<file path="src/rtl/cfgrb_pkg.sv">
// Package: shared constants and types for the configuration readback unit.
// Assumes a byte-wide data path and a four-entry configuration space.
package cfgrb_pkg;
    localparam int DATA_W = 8;
    localparam int PTR_W  = 16;
    localparam int LOCK_W = 2;

    // Configuration byte selected by the pointer's low bits.
    typedef enum logic [2:0] {
        SEL_FUSE_LO  = 3'd0,
        SEL_LOCK     = 3'd1,
        SEL_FUSE_EXT = 3'd2,
        SEL_FUSE_HI  = 3'd3,
        SEL_NONE     = 3'd4
    } cfg_sel_e;

    // State of the readback window.
    typedef struct packed {
        logic rdsel;
        logic spen;
    } ctl_bits_t;
endpackage

</file>
<file path="src/rtl/cfgrb_window.sv">
// Module: cfgrb_window
// Holds the two control bits and the cycle counter of the readback window.
// It opens on an accepted control write and closes on a redirected load, a
// taken store or a timeout. Assumes the control write has priority over
// loads and stores at the same edge.
module cfgrb_window #(
    parameter int LD_LIM = 3,
    parameter int ST_LIM = 4,
    localparam int CNT_W = $clog2(ST_LIM + 1)
) (
    input  logic                 clk,
    input  logic                 rst_n,
    input  logic                 ctl_wr,
    input  logic                 ctl_wsel,
    input  logic                 ctl_wspen,
    input  logic                 ld_stb,
    input  logic                 st_stb,
    input  logic                 ee_busy,
    output cfgrb_pkg::ctl_bits_t bits,
    output logic                 redirect
);
    logic [CNT_W-1:0] cnt_q;
    logic             open_w;
    logic             wr_ok;
    logic             open_req;
    logic             st_take;
    logic             ld_in_time;

    assign open_w     = bits.rdsel & bits.spen;
    assign wr_ok      = ctl_wr & ~ee_busy;
    assign open_req   = ctl_wsel & ctl_wspen;
    assign ld_in_time = (32'(cnt_q) < LD_LIM);
    // Purpose: a load is redirected only inside the load limit and when not blocked.
    assign redirect   = open_w & ld_stb & ~ee_busy & ld_in_time;
    assign st_take    = open_w & st_stb & ~ee_busy;

    // Purpose: advance or close the window, or reopen it on a control write.
    always_ff @(posedge clk) begin
        if (!rst_n) begin
            bits  <= '0;
            cnt_q <= '0;
        end else if (wr_ok) begin
            bits.rdsel <= open_req;
            bits.spen  <= open_req;
            cnt_q      <= '0;
        end else if (open_w) begin
            if (redirect || st_take || (32'(cnt_q) == ST_LIM - 1)) begin
                bits  <= '0;
                cnt_q <= '0;
            end else begin
                cnt_q <= cnt_q + 1'b1;
            end
        end
    end

    assert_restart_R13: assert property (@(posedge clk) disable iff (!rst_n)
        (wr_ok && open_req) |=> (bits.rdsel && bits.spen && cnt_q == '0));
    assert_busy_write_ignored_R10: assert property (@(posedge clk) disable iff (!rst_n)
        (ctl_wr && ee_busy && !open_w) |=> (bits == '0));
    assert_hit_closes_R4: assert property (@(posedge clk) disable iff (!rst_n)
        (redirect && !ctl_wr) |=> (bits == '0));
    assert_timeout_R5: assert property (@(posedge clk) disable iff (!rst_n)
        (open_w && !ctl_wr && 32'(cnt_q) == ST_LIM - 1) |=> (bits == '0));
    assert_store_closes_R6: assert property (@(posedge clk) disable iff (!rst_n)
        (st_take && !ctl_wr) |=> (bits == '0));
endmodule

</file>
<file path="src/rtl/cfgrb_select.sv">
// Module: cfgrb_select
// Decodes the pointer and builds the returned configuration byte. Inputs
// mark programmed bits with 1, so the returned bytes are the inverses.
// Assumes the upper lock-byte bits are unused and read as 1.
module cfgrb_select (
    input  logic [cfgrb_pkg::PTR_W-1:0]  ptr,
    input  logic [cfgrb_pkg::DATA_W-1:0] fuse_lo_prog,
    input  logic [cfgrb_pkg::DATA_W-1:0] fuse_hi_prog,
    input  logic [cfgrb_pkg::DATA_W-1:0] fuse_ext_prog,
    input  logic [cfgrb_pkg::LOCK_W-1:0] lock_prog,
    output logic [cfgrb_pkg::DATA_W-1:0] cfg_byte
);
    import cfgrb_pkg::*;

    cfg_sel_e          sel;
    logic [DATA_W-1:0] lo_rd, hi_rd, ext_rd, lock_rd;

    // Purpose: per-bit inversion of programmed flags into read values.
    for (genvar b = 0; b < DATA_W; b++) begin : g_inv
        assign lo_rd[b]  = ~fuse_lo_prog[b];
        assign hi_rd[b]  = ~fuse_hi_prog[b];
        assign ext_rd[b] = ~fuse_ext_prog[b];
        if (b < LOCK_W) begin : g_lk
            assign lock_rd[b] = ~lock_prog[b];
        end else begin : g_pad
            assign lock_rd[b] = 1'b1;
        end
    end

    // Purpose: map the pointer value to a configuration selector.
    always_comb begin
        if (ptr[PTR_W-1:2] != '0) sel = SEL_NONE;
        else sel = cfg_sel_e'({1'b0, ptr[1:0]});
    end

    // Purpose: pick the byte for the selector; out of range reads all ones.
    always_comb begin
        unique case (sel)
            SEL_FUSE_LO:  cfg_byte = lo_rd;
            SEL_LOCK:     cfg_byte = lock_rd;
            SEL_FUSE_EXT: cfg_byte = ext_rd;
            SEL_FUSE_HI:  cfg_byte = hi_rd;
            default:      cfg_byte = '1;
        endcase
    end

    // Purpose: check the pad bits of the lock byte and the out-of-range value.
    always_comb begin
        if (ptr == PTR_W'(1))
            assert_lock_pad_R9: assert (cfg_byte[DATA_W-1:LOCK_W] == '1);
        if (ptr[PTR_W-1:2] != '0)
            assert_out_of_range_R12: assert (cfg_byte == '1);
    end
endmodule

</file>
<file path="src/rtl/cfgrb_outreg.sv">
// Module: cfgrb_outreg
// Load result register. On each load it captures either the configuration
// byte (redirected) or the program-memory byte, and otherwise holds.
module cfgrb_outreg (
    input  logic                         clk,
    input  logic                         rst_n,
    input  logic                         ld_stb,
    input  logic                         redirect,
    input  logic [cfgrb_pkg::DATA_W-1:0] cfg_byte,
    input  logic [cfgrb_pkg::DATA_W-1:0] pm_data,
    output logic [cfgrb_pkg::DATA_W-1:0] rd_data
);
    // Purpose: capture the load result.
    always_ff @(posedge clk) begin
        if (!rst_n) rd_data <= '0;
        else if (ld_stb) rd_data <= redirect ? cfg_byte : pm_data;
    end

    assert_normal_load_R11: assert property (@(posedge clk) disable iff (!rst_n)
        (ld_stb && !redirect) |=> (rd_data == $past(pm_data)));
    assert_hold_R6: assert property (@(posedge clk) disable iff (!rst_n)
        !ld_stb |=> $stable(rd_data));
endmodule

</file>
<file path="src/rtl/cfgrb_unit.sv">
// Module: cfgrb_unit (top)
// Timed configuration byte readback: the window controller, the byte
// selector and the result register. Assumes the program-memory byte for
// `ptr` arrives on `pm_data` in the same cycle as the load strobe.
module cfgrb_unit #(
    parameter int LD_LIM = 3,
    parameter int ST_LIM = 4
) (
    input  logic        clk,
    input  logic        rst_n,
    input  logic        ctl_wr,
    input  logic        ctl_wsel,
    input  logic        ctl_wspen,
    input  logic [15:0] ptr,
    input  logic        ld_stb,
    input  logic        st_stb,
    input  logic        ee_busy,
    input  logic [7:0]  pm_data,
    input  logic [7:0]  fuse_lo_prog,
    input  logic [7:0]  fuse_hi_prog,
    input  logic [7:0]  fuse_ext_prog,
    input  logic [1:0]  lock_prog,
    output logic [1:0]  ctl_bits,
    output logic [7:0]  rd_data
);
    cfgrb_pkg::ctl_bits_t bits;
    logic                 redirect;
    logic [7:0]           cfg_byte;

    cfgrb_window #(.LD_LIM(LD_LIM), .ST_LIM(ST_LIM)) u_win (
        .clk(clk), .rst_n(rst_n), .ctl_wr(ctl_wr), .ctl_wsel(ctl_wsel),
        .ctl_wspen(ctl_wspen), .ld_stb(ld_stb), .st_stb(st_stb),
        .ee_busy(ee_busy), .bits(bits), .redirect(redirect)
    );

    cfgrb_select u_sel (
        .ptr(ptr), .fuse_lo_prog(fuse_lo_prog), .fuse_hi_prog(fuse_hi_prog),
        .fuse_ext_prog(fuse_ext_prog), .lock_prog(lock_prog), .cfg_byte(cfg_byte)
    );

    cfgrb_outreg u_out (
        .clk(clk), .rst_n(rst_n), .ld_stb(ld_stb), .redirect(redirect),
        .cfg_byte(cfg_byte), .pm_data(pm_data), .rd_data(rd_data)
    );

    assign ctl_bits = {bits.rdsel, bits.spen};

    assert_pair_R2: assert property (@(posedge clk) disable iff (!rst_n)
        (ctl_wr && !ee_busy && !(ctl_wsel && ctl_wspen)) |=> (ctl_bits == 2'b00));
endmodule

</file>
<file path="config.mk">
export PLATFORM = sky130hd
export DESIGN_NAME = cfgrb_unit
export DESIGN_NICKNAME = d
export VERILOG_FILES = /design/src/rtl/cfgrb_pkg.sv /design/src/rtl/cfgrb_window.sv /design/src/rtl/cfgrb_select.sv /design/src/rtl/cfgrb_outreg.sv /design/src/rtl/cfgrb_unit.sv
export SDC_FILE = /design/constraint.sdc
export NUM_CORES = 1
export LEC_CHECK = 0
export ABC_AREA = 0
export CORE_MARGIN = 1
export CORE_UTILIZATION = 37
export CTS_BUF_LIST = sky130_fd_sc_hd__clkbuf_4 sky130_fd_sc_hd__clkbuf_8 sky130_fd_sc_hd__clkbuf_16
export CTS_CLUSTER_DIAMETER = 50
export DETAILED_ROUTE_END_ITERATION = 10
export DONT_BUFFER_PORTS = 1
export GPL_TIMING_DRIVEN = 1
export PLACE_DENSITY = 0.61
export SYNTH_ARGS = -nofsm -noshare
export SYNTH_HDL_FRONTEND = slang
export SYNTH_SLANG_ARGS = --single-unit
</file>
<file path="constraint.sdc">
create_clock -name clk -period 1.8 [get_ports clk]
set_clock_uncertainty 0.1 [all_clocks]
set_input_delay 0.45 -clock clk [delete_from_list [all_inputs] [get_ports clk]]
set_output_delay 0.45 -clock clk [all_outputs]
set_load 0.1 [all_outputs]
</file>
# After elaboration in Yosys (flattened, before gate mapping)
# Index checks and enable logic that the tools add are counted.
[word_totals] register_bits=13 in_bits=58
[classes] addsub=1 n_mux=7 bitwise=36 reduce_logical=8 magnitude_cmp=1 eq_ne=4
[op_table] operator="one-hot mux 8 bit (4 select lines)" count=1
[op_table] operator="inverter 1 bit" count=28
[op_table] operator="nonzero test 14 bit" count=1
[op_table] operator="== test 3 x 2 -> 1 bit, second input constant" count=3
[op_table] operator="AND 1 bit" count=8
[op_table] operator="two-way mux 8 bit" count=1
[op_table] operator="two-way mux 2 bit" count=3
[op_table] operator="two-way mux 3 bit" count=2
[op_table] operator="nonzero test 2 bit" count=2
[op_table] operator="adder 3 x 1 -> 3 bit, second input constant" count=1
[op_table] operator="== test 3 x 1 -> 1 bit, second input constant" count=1
[op_table] operator="logical NOT 3 bit" count=1
[op_table] operator="less-than comparator 3 x 2 -> 1 bit, second input constant" count=1
[op_table] operator="logical OR 1 bit" count=2
[op_table] operator="AND reduction 2 bit" count=1
[op_table] operator="OR reduction 2 bit" count=1

# Longest topological paths before layout
[logic_depth] ltp_word=9 mapped_depth=6 ltp_nobuf=5

# Cells and area by module
# From an unflattened synthesis, not the netlist that was laid out.
[hier_totals] hier_cells=101 hier_area_um2=877.1
[by_module_without_submodules] module="cfgrb_outreg" cells_per_inst=34 instances=1 seq_area_each_um2=160.2 area_per_inst_um2=350.3
[by_module_without_submodules] module="cfgrb_window" cells_per_inst=30 instances=1 seq_area_each_um2=80.1 area_per_inst_um2=269.0
[by_module_without_submodules] module="cfgrb_select" cells_per_inst=37 instances=1 seq_area_each_um2=0.0 area_per_inst_um2=257.7

# Least setup slack after synthesis
# OpenSTA, ideal clock, no wires.
[synth_timing] path_kind="input -> register" from="input port ptr[0]" to="register u_out.rd_data[0] in the netlist's numbering" t_required_ns=1.642 path_buffers=1 setup_ns=0.058 arrival_ns=1.345 cell_stages=4 path_slack_ns=0.297 path_cell_list="buf_2 > mux4_2 > a21oi_1 > a21o_1"
[synth_between] elab_chain_len=4
[synth_rtl] item="start: declaration" line="cfgrb_unit.sv:14" text="input logic [15:0] ptr,"
[synth_rtl] item="two-way mux 3 bit *" line="cfgrb_select.sv:32" text="if (ptr[PTR_W-1:2] != '0) sel = SEL_NONE;"
[synth_rtl] item="== test 3 x 2 -> 1 bit (tied with other cells)" line="cfgrb_select.sv:38" text="unique case (sel)"
[synth_rtl] item="one-hot mux 8 bit (4 select lines) *" line="cfgrb_select.sv:38"
[synth_rtl] item="two-way mux 8 bit *" line="cfgrb_outreg.sv:16" text="else if (ld_stb) rd_data <= redirect ? cfg_byte : pm_data;"
[synth_rtl] item="end signal: assignment" line="cfgrb_outreg.sv:16"
[synth_rtl] item="end: declaration" line="cfgrb_outreg.sv:11" text="output logic [cfgrb_pkg::DATA_W-1:0] rd_data"
# Mark *: on every way between the ends. The rest lies on a longest branch, timed or not.
# A chain may end at the register's enable or synchronous reset.

==> metrics <==
total global routing overflow 0; die width 50.66 um; Top delay family on crit path buffers and inverters; Skew-Pair Late Insertion Delay between 0.2 and 0.3 ns; minimum clock period ~1.6 ns; RSZ-0062 raised after global routing no; clk buf depth 2; RD Place Congestion approximately 0.66; peak supply drop around 330 uV; arrival time at the worst endpoint between 1 and 1.5 ns; Design Area, Final between 900 and 1000 sq um; Rel. slew slack between 60 and 70%; area of the multi-input gates around 540 sq um; multiplexer area fraction after synthesis 13.14%; Die H 50.66 um; final worst path period share between 90% and 100%; register area share after synthesis a little over a quarter; WP buf/inv 1; leading area contributor after synthesis dfxtp_1; final setup violation count 0; CP required 1.25 ns; critical path peak fanout 3; post-cts hold buffer count 0; nets around 170; Layout Area Growth over Synthesis 7.286%; CTS Root Cell clkbuf_4; hpwl dp about 1.6 mm; vias in the first global route ~750; synthesized instance count roughly 100; Cells after DPL between 100 and 150; total negative slack 0 ns; core area 2212 sq um; Post-Synth Adder-Cell Area about 2.9%; Mapped Area 875.8 sq um; fmax between 600 and 700 MHz; Max H-tree Level 1; first-pass GRT wire length roughly 3.0 mm; final wirelength ~1.9 mm; layout cells sized above 1 16.04%; max_cap viols 0; Max Slew Vio Count 0; initial core utilization approximately two fifths; hold slack final ~0.19 ns; # clock sinks 12; commonest non-fill, non-tap cells in the layout 12 x nand2_1, 11 x dfxtp_1, 10 x inv_1; post-synthesis compound-gate area fraction between 20% and 30%; Iteration-0 DRC Markers 3; CTS tree done; post-cts sizing count 0; Setup crit end kind primary output; Setup Buffers After CTS 0; DRC violations left 0; post-layout util a little over two fifths; Via-to-Cell Ratio between 5 and 6; Total GRT Usage ~16%; Placement Cell Area around 900 sq um; row count 17; sequential cell area approximately 240 sq um; Leak 0.4208 nW; CP startpoint kind flip-flop; Hold Path Class in -> reg; I/O pin total 68; largest net degree at the start of global routing 18; Ys Warns 0; First-pass DRT Iterations 4; die area between 2000 and 3000 sq um; Area contributors post-synth dfxtp_1 27%, mux2i_1 8.0%, a21o_1 6.9%; Worst-path clk slew 0.07 ns; Mapped Nets roughly 160; Tot Pwr 614.4 uW; initial antenna violation count 0; Syn Area/Cell between 8 and 9 sq um; status complete, no violations; post-synth top area share between 20 and 30%; worst slew pin tran 0.5436 ns; post-route insts no fill 134; Yosys cell types 27; critical path type reg -> out; average wire per standard cell 14.16 um; ANT cells 0; # fillers 236; critical path's slowest cell buf_4; post-synthesis simple-gate area fraction ~17%; via count 730; largest family of logic cells by synthesized area compound AO/OA/AOI/OAI gates; TritonCTS Buffers 3; IO Port Bufs 0; final setup margin between 0.15 and 0.2 ns; critical-path cell list buf_4; Post-Synth XOR/XNOR Area 0%; Power Density between 600 and 700 nW/um^2; Synth Register Bits 12; Routed Antenna Nets 0; Worst path max stage delay between 0.4 and 0.5 ns; commonest non-fill, non-tap cell in the layout nand2_1; worst slack, placed around 0.12 ns; Hold Vio Cnt, Final 0
==> final timing paths <==
path                                     start               end  slack [ns]  cells after the start
worst max-delay path             u_win.bits[0]       ctl_bits[1]        0.17                      1
worst min-delay path                     rst_n  u_out.rd_data[7]        0.19                      1
worst max register to register  u_win.cnt_q[0]    u_win.cnt_q[1]        0.29                      5
worst min register to register  u_win.cnt_q[2]    u_win.cnt_q[2]        0.40                      2
==> registers in the layout, indices dropped and copies added (netlist names) <==
signal,count
u_out.rd_data,8
u_win.bits,1
u_win.cnt_q,3
==> power by group <==
group          total [mW]  leakage [nW]  internal (mW)  switching (mW)
logic               0.175         0.308         0.0549           0.121
registers           0.281        0.0988          0.277         0.00337
clock network       0.158        0.0138         0.0773          0.0810
total               0.614         0.421          0.409           0.205
==> cells by family after synthesis <==
kind of cell / after synthesis
and+or+nand+nor: 27
muxes: 9
AOI/OAI and AO/OA: 34
DFF: 12
adders and majority gates: 2
buffers and inverters: 20
==> layout make-up <==
cell class | instances | share of cell area (%)
flip-flops and latches | 12 | 25.70
multi-input cells | 72 | 56.99
repair buffers | 9 | 7.190
well taps | 28 | 3.728
inverters | 10 | 3.995
clock buffers | 3 | 2.397
==> routing by layer <==
layer	track usage, %	share of wire (%)	vias up
met2	28.22	51	34
met4	6.944	0.47	0
met3	5.455	8.6	2
met5	0	0	-
met1	16.76	40	314
li1	-	-	380
==> cell usage after synthesis <==
master and number:
a22oi_1 1, nand2b_1 2, inv_1 10, a2111oi_4 1, a21oi_1 9, nand3_1 1
clkbuf_2 1, and2_1 2, o2bb2ai_1 6, mux4_2 2, nor2_1 3, nor4_1 3
nand2_1 12, a21o_1 8, nor2b_1 1, nand4b_1 1, and4bb_4 1, buf_6 1
dfxtp_1 12, a21boi_1 1, and4_1 1, ha_1 2, buf_4 4, buf_2 1
o22ai_1 8, mux2i_1 7, clkbuf_1 3
Note: power is estimated with default switching activity, not from simulation.
